`src/rtl/vagu_pkg.sv`:
```
`timescale 1ns/1ps
// Shared types for the strided vector address generator.
package vagu_pkg;
    typedef enum logic { OP_LOAD = 1'b0, OP_STORE = 1'b1 } vagu_op_e;
endpackage

```
`src/rtl/vagu_issue.sv`:
```
`timescale 1ns/1ps
// Element sequencer: latches base/stride/length on an accepted start and
// walks the element addresses in order, issuing one whenever the target
// bank is free (and, for stores, a data word is offered).
// Assumes start_ok is only asserted while the whole block is idle.
module vagu_issue #(
    parameter int ADDR_W   = 8,
    parameter int NUM_BANKS = 16,
    parameter int MAX_VLEN = 32,
    localparam int BANK_W  = $clog2(NUM_BANKS),
    localparam int IDX_W   = $clog2(MAX_VLEN),
    localparam int LEN_W   = $clog2(MAX_VLEN + 1)
) (
    input  logic                 clk,
    input  logic                 rst_n,
    input  logic                 start_ok,
    input  logic                 op_store,
    input  logic [ADDR_W-1:0]    base,
    input  logic [ADDR_W-1:0]    stride,
    input  logic [LEN_W-1:0]     vlen,
    input  logic [NUM_BANKS-1:0] bank_free,
    input  logic                 st_valid,
    output logic                 active,
    output logic                 st_ready,
    output logic                 issue,
    output logic                 issue_write,
    output logic [ADDR_W-1:0]    issue_addr,
    output logic [BANK_W-1:0]    issue_bank,
    output logic [IDX_W-1:0]     issue_idx,
    output logic                 issue_last,
    output logic                 zero_done
);
    import vagu_pkg::*;

    vagu_op_e            op_r;
    logic [ADDR_W-1:0]   stride_r;
    logic [ADDR_W-1:0]   addr_r;
    logic [IDX_W-1:0]    idx_r;
    logic [IDX_W-1:0]    last_idx_r;
    logic [LEN_W-1:0]    eff_len;
    logic                can_go;

    // Saturate the requested length at the register capacity.
    always_comb eff_len = (vlen > LEN_W'(MAX_VLEN)) ? LEN_W'(MAX_VLEN) : vlen;

    // Issue decision for the current element.
    always_comb begin
        issue_bank  = addr_r[BANK_W-1:0];
        can_go      = active && bank_free[issue_bank];
        st_ready    = can_go && (op_r == OP_STORE);
        issue       = can_go && ((op_r == OP_LOAD) || st_valid);
        issue_write = (op_r == OP_STORE);
        issue_addr  = addr_r;
        issue_idx   = idx_r;
        issue_last  = (idx_r == last_idx_r);
    end

    // Sequencer state: load on start, advance on each issue.
    always_ff @(posedge clk) begin
        if (!rst_n) begin
            active     <= 1'b0;
            op_r       <= OP_LOAD;
            stride_r   <= '0;
            addr_r     <= '0;
            idx_r      <= '0;
            last_idx_r <= '0;
            zero_done  <= 1'b0;
        end else begin
            zero_done <= 1'b0;
            if (start_ok) begin
                op_r       <= op_store ? OP_STORE : OP_LOAD;
                stride_r   <= stride;
                addr_r     <= base;
                idx_r      <= '0;
                last_idx_r <= IDX_W'(eff_len - LEN_W'(1));
                if (eff_len == '0) zero_done <= 1'b1;
                else               active    <= 1'b1;
            end else if (issue) begin
                addr_r <= addr_r + stride_r;
                idx_r  <= idx_r + IDX_W'(1);
                if (issue_last) active <= 1'b0;
            end
        end
    end
endmodule

```
`src/rtl/vagu_bank_timers.sv`:
```
`timescale 1ns/1ps
// One occupancy countdown per bank. An access loads BANK_LAT-1, so the
// bank reads free again BANK_LAT cycles after the issuing cycle.
// Assumes BANK_LAT >= 2.
module vagu_bank_timers #(
    parameter int NUM_BANKS = 16,
    parameter int BANK_LAT  = 11,
    localparam int BANK_W   = $clog2(NUM_BANKS),
    localparam int CNT_W    = $clog2(BANK_LAT)
) (
    input  logic                 clk,
    input  logic                 rst_n,
    input  logic                 issue,
    input  logic [BANK_W-1:0]    issue_bank,
    output logic [NUM_BANKS-1:0] bank_free
);
    for (genvar g = 0; g < NUM_BANKS; g++) begin : g_bank
        logic [CNT_W-1:0] cnt;
        // Reload on an access to this bank, otherwise count down to zero.
        always_ff @(posedge clk) begin
            if (!rst_n)
                cnt <= '0;
            else if (issue && (issue_bank == BANK_W'(g)))
                cnt <= CNT_W'(BANK_LAT - 1);
            else if (cnt != '0)
                cnt <= cnt - CNT_W'(1);
        end
        assign bank_free[g] = (cnt == '0);
    end
endmodule

```
`src/rtl/vagu_mem_model.sv`:
```
`timescale 1ns/1ps
// Behavioural word memory plus a fixed-latency completion pipe.
// Writes land at issue; reads are captured at issue and delayed so that
// every access completes BANK_LAT-1 cycles after its issue cycle.
module vagu_mem_model #(
    parameter int ADDR_W   = 8,
    parameter int DATA_W   = 16,
    parameter int MAX_VLEN = 32,
    parameter int BANK_LAT = 11,
    localparam int IDX_W     = $clog2(MAX_VLEN),
    localparam int MEM_WORDS = 1 << ADDR_W,
    localparam int DEPTH     = BANK_LAT - 1
) (
    input  logic              clk,
    input  logic              rst_n,
    input  logic              issue,
    input  logic              issue_write,
    input  logic [ADDR_W-1:0] issue_addr,
    input  logic [IDX_W-1:0]  issue_idx,
    input  logic              issue_last,
    input  logic [DATA_W-1:0] st_data,
    output logic              ld_valid,
    output logic [IDX_W-1:0]  ld_idx,
    output logic [DATA_W-1:0] ld_data,
    output logic              cmp_last,
    output logic              inflight
);
    typedef struct packed {
        logic              vld;
        logic              wr;
        logic              last;
        logic [IDX_W-1:0]  idx;
        logic [DATA_W-1:0] data;
    } slot_t;

    logic [DATA_W-1:0] mem [MEM_WORDS];
    slot_t             pipe [DEPTH];

    // Storage array: write the offered word when a store issues.
    always_ff @(posedge clk) begin
        if (issue && issue_write) mem[issue_addr] <= st_data;
    end

    // Completion pipe: capture at issue, shift one stage per cycle.
    always_ff @(posedge clk) begin
        if (!rst_n) begin
            for (int i = 0; i < DEPTH; i++) pipe[i] <= '0;
        end else begin
            pipe[0] <= '{issue, issue_write, issue_last, issue_idx, mem[issue_addr]};
            for (int i = 1; i < DEPTH; i++) pipe[i] <= pipe[i-1];
        end
    end

    // Output stage and in-flight summary.
    always_comb begin
        ld_valid = pipe[DEPTH-1].vld && !pipe[DEPTH-1].wr;
        ld_idx   = pipe[DEPTH-1].idx;
        ld_data  = pipe[DEPTH-1].data;
        cmp_last = pipe[DEPTH-1].vld && pipe[DEPTH-1].last;
        inflight = 1'b0;
        for (int i = 0; i < DEPTH; i++) inflight = inflight | pipe[i].vld;
    end
endmodule

```
`src/rtl/vec_agu.sv`:
```
`timescale 1ns/1ps
// Strided vector memory address generator for a word-interleaved,
// multi-bank memory. Accepts a vector only when fully idle (one port,
// one generator); issues elements in order, stalling on busy banks.
module vec_agu #(
    parameter int ADDR_W    = 8,
    parameter int DATA_W    = 16,
    parameter int NUM_BANKS = 16,
    parameter int BANK_LAT  = 11,
    parameter int MAX_VLEN  = 32,
    localparam int BANK_W   = $clog2(NUM_BANKS),
    localparam int IDX_W    = $clog2(MAX_VLEN),
    localparam int LEN_W    = $clog2(MAX_VLEN + 1)
) (
    input  logic              clk,
    input  logic              rst_n,
    input  logic              start,
    input  logic              op_store,
    input  logic [ADDR_W-1:0] base,
    input  logic [ADDR_W-1:0] stride,
    input  logic [LEN_W-1:0]  vlen,
    output logic              busy,
    input  logic              st_valid,
    input  logic [DATA_W-1:0] st_data,
    output logic              st_ready,
    output logic              acc_valid,
    output logic              acc_write,
    output logic [ADDR_W-1:0] acc_addr,
    output logic [BANK_W-1:0] acc_bank,
    output logic [IDX_W-1:0]  acc_idx,
    output logic              ld_valid,
    output logic [IDX_W-1:0]  ld_idx,
    output logic [DATA_W-1:0] ld_data,
    output logic              done
);
    logic                 active, inflight, start_ok, issue_last;
    logic                 zero_done, cmp_last;
    logic [NUM_BANKS-1:0] bank_free;

    // Accept a new vector only when nothing is issuing or in flight.
    always_comb begin
        busy     = active || inflight;
        start_ok = start && !busy;
        done     = cmp_last || zero_done;
    end

    vagu_issue #(.ADDR_W(ADDR_W), .NUM_BANKS(NUM_BANKS), .MAX_VLEN(MAX_VLEN)) u_issue (
        .clk(clk), .rst_n(rst_n), .start_ok(start_ok), .op_store(op_store),
        .base(base), .stride(stride), .vlen(vlen), .bank_free(bank_free),
        .st_valid(st_valid), .active(active), .st_ready(st_ready),
        .issue(acc_valid), .issue_write(acc_write), .issue_addr(acc_addr),
        .issue_bank(acc_bank), .issue_idx(acc_idx), .issue_last(issue_last),
        .zero_done(zero_done)
    );

    vagu_bank_timers #(.NUM_BANKS(NUM_BANKS), .BANK_LAT(BANK_LAT)) u_timers (
        .clk(clk), .rst_n(rst_n), .issue(acc_valid), .issue_bank(acc_bank),
        .bank_free(bank_free)
    );

    vagu_mem_model #(.ADDR_W(ADDR_W), .DATA_W(DATA_W), .MAX_VLEN(MAX_VLEN),
                     .BANK_LAT(BANK_LAT)) u_mem (
        .clk(clk), .rst_n(rst_n), .issue(acc_valid), .issue_write(acc_write),
        .issue_addr(acc_addr), .issue_idx(acc_idx), .issue_last(issue_last),
        .st_data(st_data), .ld_valid(ld_valid), .ld_idx(ld_idx),
        .ld_data(ld_data), .cmp_last(cmp_last), .inflight(inflight)
    );
endmodule

```
`config.mk`:
```
export PLATFORM = sky130hd
export DESIGN_NAME = vec_agu
export DESIGN_NICKNAME = d
export VERILOG_FILES = /design/src/rtl/vagu_pkg.sv /design/src/rtl/vagu_issue.sv /design/src/rtl/vagu_bank_timers.sv /design/src/rtl/vagu_mem_model.sv /design/src/rtl/vec_agu.sv
export SDC_FILE = /design/constraint.sdc
export NUM_CORES = 2
export LEC_CHECK = 0
export CAP_MARGIN = 20
export CORE_AREA = 2 2 372 743
export CTS_BUF_LIST = sky130_fd_sc_hd__clkbuf_4 sky130_fd_sc_hd__clkbuf_8
export CTS_CLUSTER_DIAMETER = 100
export CTS_CLUSTER_SIZE = 40
export DETAILED_ROUTE_END_ITERATION = 6
export DIE_AREA = 0 0 374 745
export HOLD_SLACK_MARGIN = 0.12
export PLACE_DENSITY = 0.78
export RECOVER_POWER = 25
export SLEW_MARGIN = 30
export SYNTH_ARGS = -nofsm -noshare
export SYNTH_HDL_FRONTEND = slang
export SYNTH_HIERARCHICAL = 1
export SYNTH_MEMORY_MAX_BITS = 65536
export SYNTH_SLANG_ARGS = --single-unit
```
`constraint.sdc`:
```
create_clock -name clk -period 6.05 [get_ports clk]
set_input_delay 0.9075 -clock clk [delete_from_list [all_inputs] [get_ports clk]]
set_output_delay 0.9075 -clock clk [all_outputs]
set_load 0.05 [all_outputs]
```
---- After elaboration in Yosys (flattened, before gate mapping) ----
Memories as Yosys holds them, arrays and structs flattened. A register that Yosys moved wholly into a read port is not among the register bits.
Cells that the tools add are included.
storage, ports and cells
  bits in registers ....................... 93
  bits in latches ......................... 0
  memory bits (writable) .................. 4,336
  ROM bits ................................ 0
  input port bits ......................... 43
  output and inout bits ................... 44
  word-level logic and storage cells ...... 258
  memories ................................ 2
operators by class
  $add $sub $neg .......................... 19
  multiply operators ...................... 0
  divide/modulo/power cells ............... 0
  $lt $le $gt $ge ......................... 2
  equality and inequality tests ........... 17
  shifts and indexed selects .............. 0
  muxes and demuxes ....................... 59
  bitwise operators ....................... 21
  reduce and logical (&&, ||, !) cells .... 99
memories
  name        depth  bits a word  rd ports  clocked after memory_dff  write ports  line                  RTL
  u_mem.mem   256    16           1         1                         1            vagu_mem_model.sv:36  logic [DATA_W-1:0] mem [MEM_WORDS];
  u_mem.pipe  10     24           10        0                         10           vagu_mem_model.sv:37  slot_t pipe [DEPTH];
operator list
  operator                                                     count
  two-way mux 24 bit                                           10
  two-way mux 4 bit                                            32
  zero test 4 bit                                              17
  nonzero test 4 bit                                           16
  subtractor 4 x 1 -> 4 bit (second input constant)            16
  nonzero test 2 bit                                           18
  OR reduction 2 bit                                           17
  equality test 4 bit (second input constant)                  8
  two-way mux 8 bit                                            4
  logical AND 1 bit                                            23
  OR 1 bit                                                     19
  equality test 4 x 3 -> 1 bit (second input constant)         4
  two-way mux 1 bit                                            11
  adder 8 bit                                                  1
  equality test 4 x 2 -> 1 bit (second input constant)         2
  greater-than comparator 6 bit (second input constant)        1
  zero test 6 bit                                              1
  two-way mux 6 bit                                            1
  adder 5 x 1 -> 5 bit (second input constant)                 1
  equality test 5 bit                                          1
  less-than comparator 4 x 5 -> 1 bit (second input constant)  1
  subtractor 5 x 1 -> 5 bit (second input constant)            1
  binary-select mux 1 bit (select 4 bit)                       1
  equality test 4 x 1 -> 1 bit (second input constant)         1
  6 further kinds                                              10

---- Depth between registers and ports, before layout ----
  depth after elaboration ................. 15
  mapped depth ............................ 12
  mapped depth without buffers ............ 10

---- Modules after synthesis ----
The synthesis kept the hierarchy.
by module, submodules not included
  module            instances  cells an instance  area each (um^2)  seq. area each (um^2)
  vagu_mem_model    1          8,124              164,139.9         127,802.6
  vagu_bank_timers  1          309                2,538.7           1,281.2
  vagu_issue        1          213                1,928.1           580.6
  vec_agu           1          3                  20.0              0.0

---- Least setup slack after synthesis ----
Ideal clock, no wire load.
  kind .................................... flip-flop to flip-flop
  from .................................... register u_issue.addr_r[0], in the netlist u_issue/issue_addr[0]
  to ...................................... memory u_mem.mem[204][0], enable pin
  setup time .............................. 409 ps
  data arrival time ....................... 4,028 ps
  required time ........................... 5,641 ps
  setup slack ............................. 1,613 ps
  stages on the path, launching flop included .. 12
  path buffers ............................ 2
  period minus slack after synthesis ...... 4,437 ps
  cells stage by stage .................... dfxtp_1 -> buf_6 -> mux4_1 -> mux2i_1 -> mux2i_1 -> nand3_1 -> inv_2 -> nand2_1 -> inv_1 -> nand4_1 -> clkbuf_1 -> nor3_1
between the ends
  word-level cells in the longest chain between the ends .. 7
ends and longest elaborated chain
  item                                     line                  RTL
  from (decl)                              vagu_issue.sv:37      logic [ADDR_W-1:0] addr_r;
  from (signal assigned)                   vagu_issue.sv:73      addr_r <= base;
  from (signal assigned)                   vagu_issue.sv:79      addr_r <= addr_r + stride_r;
  binary-select mux 1 bit (select 4 bit)   vagu_issue.sv:49      can_go = active && bank_free[issue_bank];
  two-way mux 1 bit (not written as such)  vagu_issue.sv:49
  logical AND 1 bit                        vagu_issue.sv:49
  logical AND 1 bit                        vagu_issue.sv:51      issue = can_go && ((op_r == OP_LOAD) || st_valid);
  net acc_valid                            vec_agu.sv:26         output logic acc_valid,
  logical AND 1 bit                        vagu_mem_model.sv:41  if (issue && issue_write) mem[issue_addr] <= st_data;
  two-way mux 1 bit                        vagu_mem_model.sv:41
  two-way mux 1 bit (not written as such)  vagu_mem_model.sv:41
  to (decl)                                vagu_mem_model.sv:36
The timed path passes the listed nets, and every way through them passes these cells. The select of a mux whose other input is x is not followed.

---- Worst setup path in the final report ----
  from .................................... input port st_data[11]
  to ...................................... memory u_mem.mem[91][11], data pin
RTL lines
  item         line           RTL
  from (decl)  vec_agu.sv:24  input logic [DATA_W-1:0] st_data,
Straight into the memory's write port.

==> qor.txt <==
Top-count cell post-synth -> edfxtp_1
GR Overflow Total -> 0
# clock sinks -> 4429
Async set-or-reset flop fraction in the synthesized netlist -> 0
Critical-path top delay cell -> clkdlybuf4s15_1
Core footprint -> 273000 um^2
Final worst-path cycle share -> 0.887
Placed Area -> 176000 um^2
Gr usage total -> 0.296
Largest net degree at the start of global routing -> 197
First-pass GRT wire length -> 590 mm
Lkg Pwr -> 0.0542 uW
H-tree levels -> 3
Routability congestion estimate -> 0.889
Slowest cell delay on critical path -> 2.90 ns
Worst reg2reg path depth -> 11
CTS resizes -> 0
Reg power frac -> 0.628
Final Instance Area -> 178000 um^2
Failing checks -> design-rule violations, max-capacitance violations, max-slew violations
Critical path class -> in -> reg
Hold path cells -> 1
Clock share of power -> 0.191
RSZ-0062 raised after global routing -> false
Clk slew on worst S/H paths -> 0.21 ns
EDFF count, synth -> 4096
ANT nets after route -> 0
Synth top area share -> 0.729
WL final -> 417 mm
IO buf count -> 86
Largest area contributor in the netlist -> edfxtp_1
CTS tree -> built
Post-DR wirelength/cell -> 33.5 um
Drt drc -> 16
Setup_tns -> 0 ns
Net Sw Frac -> 0.265
Cell count after synthesis -> 8649
Avg Cell Area, Syn -> 19.5 um^2
Total iterations of the first detailed-routing run -> 7
Clk_skew -> 0.0865 ns
CP Launch Type -> input port
Fillers -> 17500
Total number of vias -> 86100
Final setup vio count -> 0
Switch Pwr -> 14300 uW
Clock Path Buffers -> 3
Crit path max-delay family -> buffers and inverters
Seq/Total Area, Yosys -> 0.769
Max cap viols -> 21
Slew margin rel. -> -3.14
Post-CTS Hold Buffers -> 0
Row Count -> 272
Worst-path cell chain -> clkbuf_1 > clkdlybuf4s15_1
Cell Int Power -> 39600 uW
CTS root buffer -> clkbuf_8
Worst-path fanout max -> 92
#FFs+latches synth -> 4429
Setup bufs post-CTS -> 0
Area contributors post-synth -> edfxtp_1 73%, mux4_2 8.3%, mux2i_1 5.5%
Vias in the first global route -> 82500
Initial Util -> 0.617
Layout cells sized above 1 -> 0.161
Number of distinct library cells after synthesis -> 74
Top FF cell, synth -> edfxtp_1
F_max -> 186 MHz
Vias per std cell -> 6.90
Nets -> 8878
YS warnings -> 6
Worst EP arrival -> 5.69 ns
Synth top cells by count -> 4096 x edfxtp_1, 921 x mux2i_1, 622 x mux4_2
Pwr dens -> 303 nW/um^2
CTS Buf Count -> 120
Number of top-level pins -> 87
Syn_nets -> 8703
Slew Limit Fails -> 1972
Initial antenna violation count -> 21
Post-Syn Area -> 169000 um^2
Worst-margin pin slew -> 6.21 ns
Die W -> 374 um
Layout area overhead -> 5.52%
Die Y -> 745 um
Worst vdd ir -> 375 uV
Worst-Skew Late Latency -> 1.08 ns
CP Data Required Time -> 6.37 ns
HPWL reported at the end of detailed placement -> 252 mm
Full die area -> 279000 um^2
Status -> finished, violations left
Min-delay worst type -> reg -> reg
Crit path depth -> 2
Crit end category -> flop
Comb power frac -> 0.180
Initial DRC Count -> 13600
Post-route minimum period -> 5.36 ns
Final Hold Fails -> 0
Combined buffer and inverter count along the critical path -> 2
==> cells by family after synthesis <==
| kind of cell | Yosys count | share of synthesized area |
|---|---|---|
| AO/OA/AOI/OAI | 907 | 0.0369 |
| adder cells (fa/ha/maj) | 11 | 0.000861 |
| multiplexers | 1550 | 0.139 |
| flip-flops | 4429 | 0.769 |
| buffers and inverters | 546 | 0.0175 |
| AND/OR/NAND/NOR | 1194 | 0.0366 |
| XOR/XNOR | 12 | 0.000623 |
==> worst paths after layout <==
path	start	to	slack, ns
worst max-delay path	st_data[11]	u_mem/mem[91][11]$_DFFE_PP_	0.69
worst min-delay path	u_mem/pipe[0][32]$_SDFF_PN0_	u_mem/pipe[0][56]$_SDFF_PN0_	0.40
worst max register to register	u_issue/issue_addr[0]$_SDFFE_PN0P_	u_mem/mem[119][8]$_DFFE_PP_	0.79
worst min register to register	u_mem/pipe[0][32]$_SDFF_PN0_	u_mem/pipe[0][56]$_SDFF_PN0_	0.40
==> cells in the final DEF (no fill, tap or decap), types with 11 or more instances in the layout <==
master,Yosys,final
a21boi_0,15,15
a21oi_1,102,101
a221o_1,28,28
a221oi_1,32,32
a22oi_1,249,249
a31oi_1,29,29
a32oi_1,41,41
and2_0,0,35
and2_1,231,194
and3_1,34,34
buf_12,0,31
buf_4,76,455
clkbuf_1,204,16
clkbuf_4,0,76
clkbuf_8,0,122
clkdlybuf4s50_1,0,69
dfxtp_1,333,325
diode_2,0,11
edfxtp_1,4096,4096
inv_1,14,11
mux2i_1,921,921
mux4_2,622,622
nand2_1,180,172
nand2b_1,56,53
nand3_1,107,105
nand4_1,70,70
nor2_1,276,269
nor2b_1,24,20
nor3_1,93,50
nor3_2,0,43
nor4_1,81,81
o211ai_1,36,36
o21ai_0,85,83
o22ai_1,237,237
==> stage by stage <==
stage               cells  hold slack (ns)  setup WS (ns)   util  power, uW
floorplan            8649            0.406           1.61      -      40300
global placement    12300            0.414          0.590  0.642      43800
detailed placement  12300            0.417          0.886  0.643      44000
CTS                 12500            0.166          0.801  0.651      53700
global route        12500            0.414          0.381  0.651      55100
finish              12500            0.403          0.686  0.651      53900
==> power by group through the flow <==
stage | registers (uW) | logic [uW] | clock network (uW)
CTS | 33800 | 9570 | 10400
detailed placement | 34500 | 9550 | 0
floorplan | 34300 | 5940 | 0
finish | 33800 | 9710 | 10300
global placement | 34400 | 9390 | 0
global route | 33900 | 10000 | 11200
==> routing by layer <==
layer  track usage  share of wire  vias up
met2         0.480           0.49     5687
met3        0.0471           0.11      792
met5             0        0.00016        -
met1         0.401           0.35    44400
met4         0.135          0.054       10
li1              -              -    35200
==> final cells by class <==
class,instances,area [um^2],area share
diodes,11,27.5,0.000155
clock buffers,198,2250,0.0126
clock inverters,6,65.1,0.000366
inverters,15,58.8,0.000330
multi-input cells,3674,36400,0.205
flip-flops and latches,4429,130000,0.729
well taps,3562,4460,0.0250
repair buffers,584,5000,0.0281
==> sequential cells by signal, summed over array words and instances, names as in the netlist <==
register and count:
u_issue/zero_done 1, u_issue/active 1, u_mem/mem 4096, u_issue/stride_r 8, u_timers/g_bank.cnt 64, u_mem/pipe 240, u_issue/issue_idx 5, u_issue/issue_write 1
u_issue/issue_addr 8, u_issue/last_idx_r 5
No activity file was read; power rests on OpenSTA's default activity.
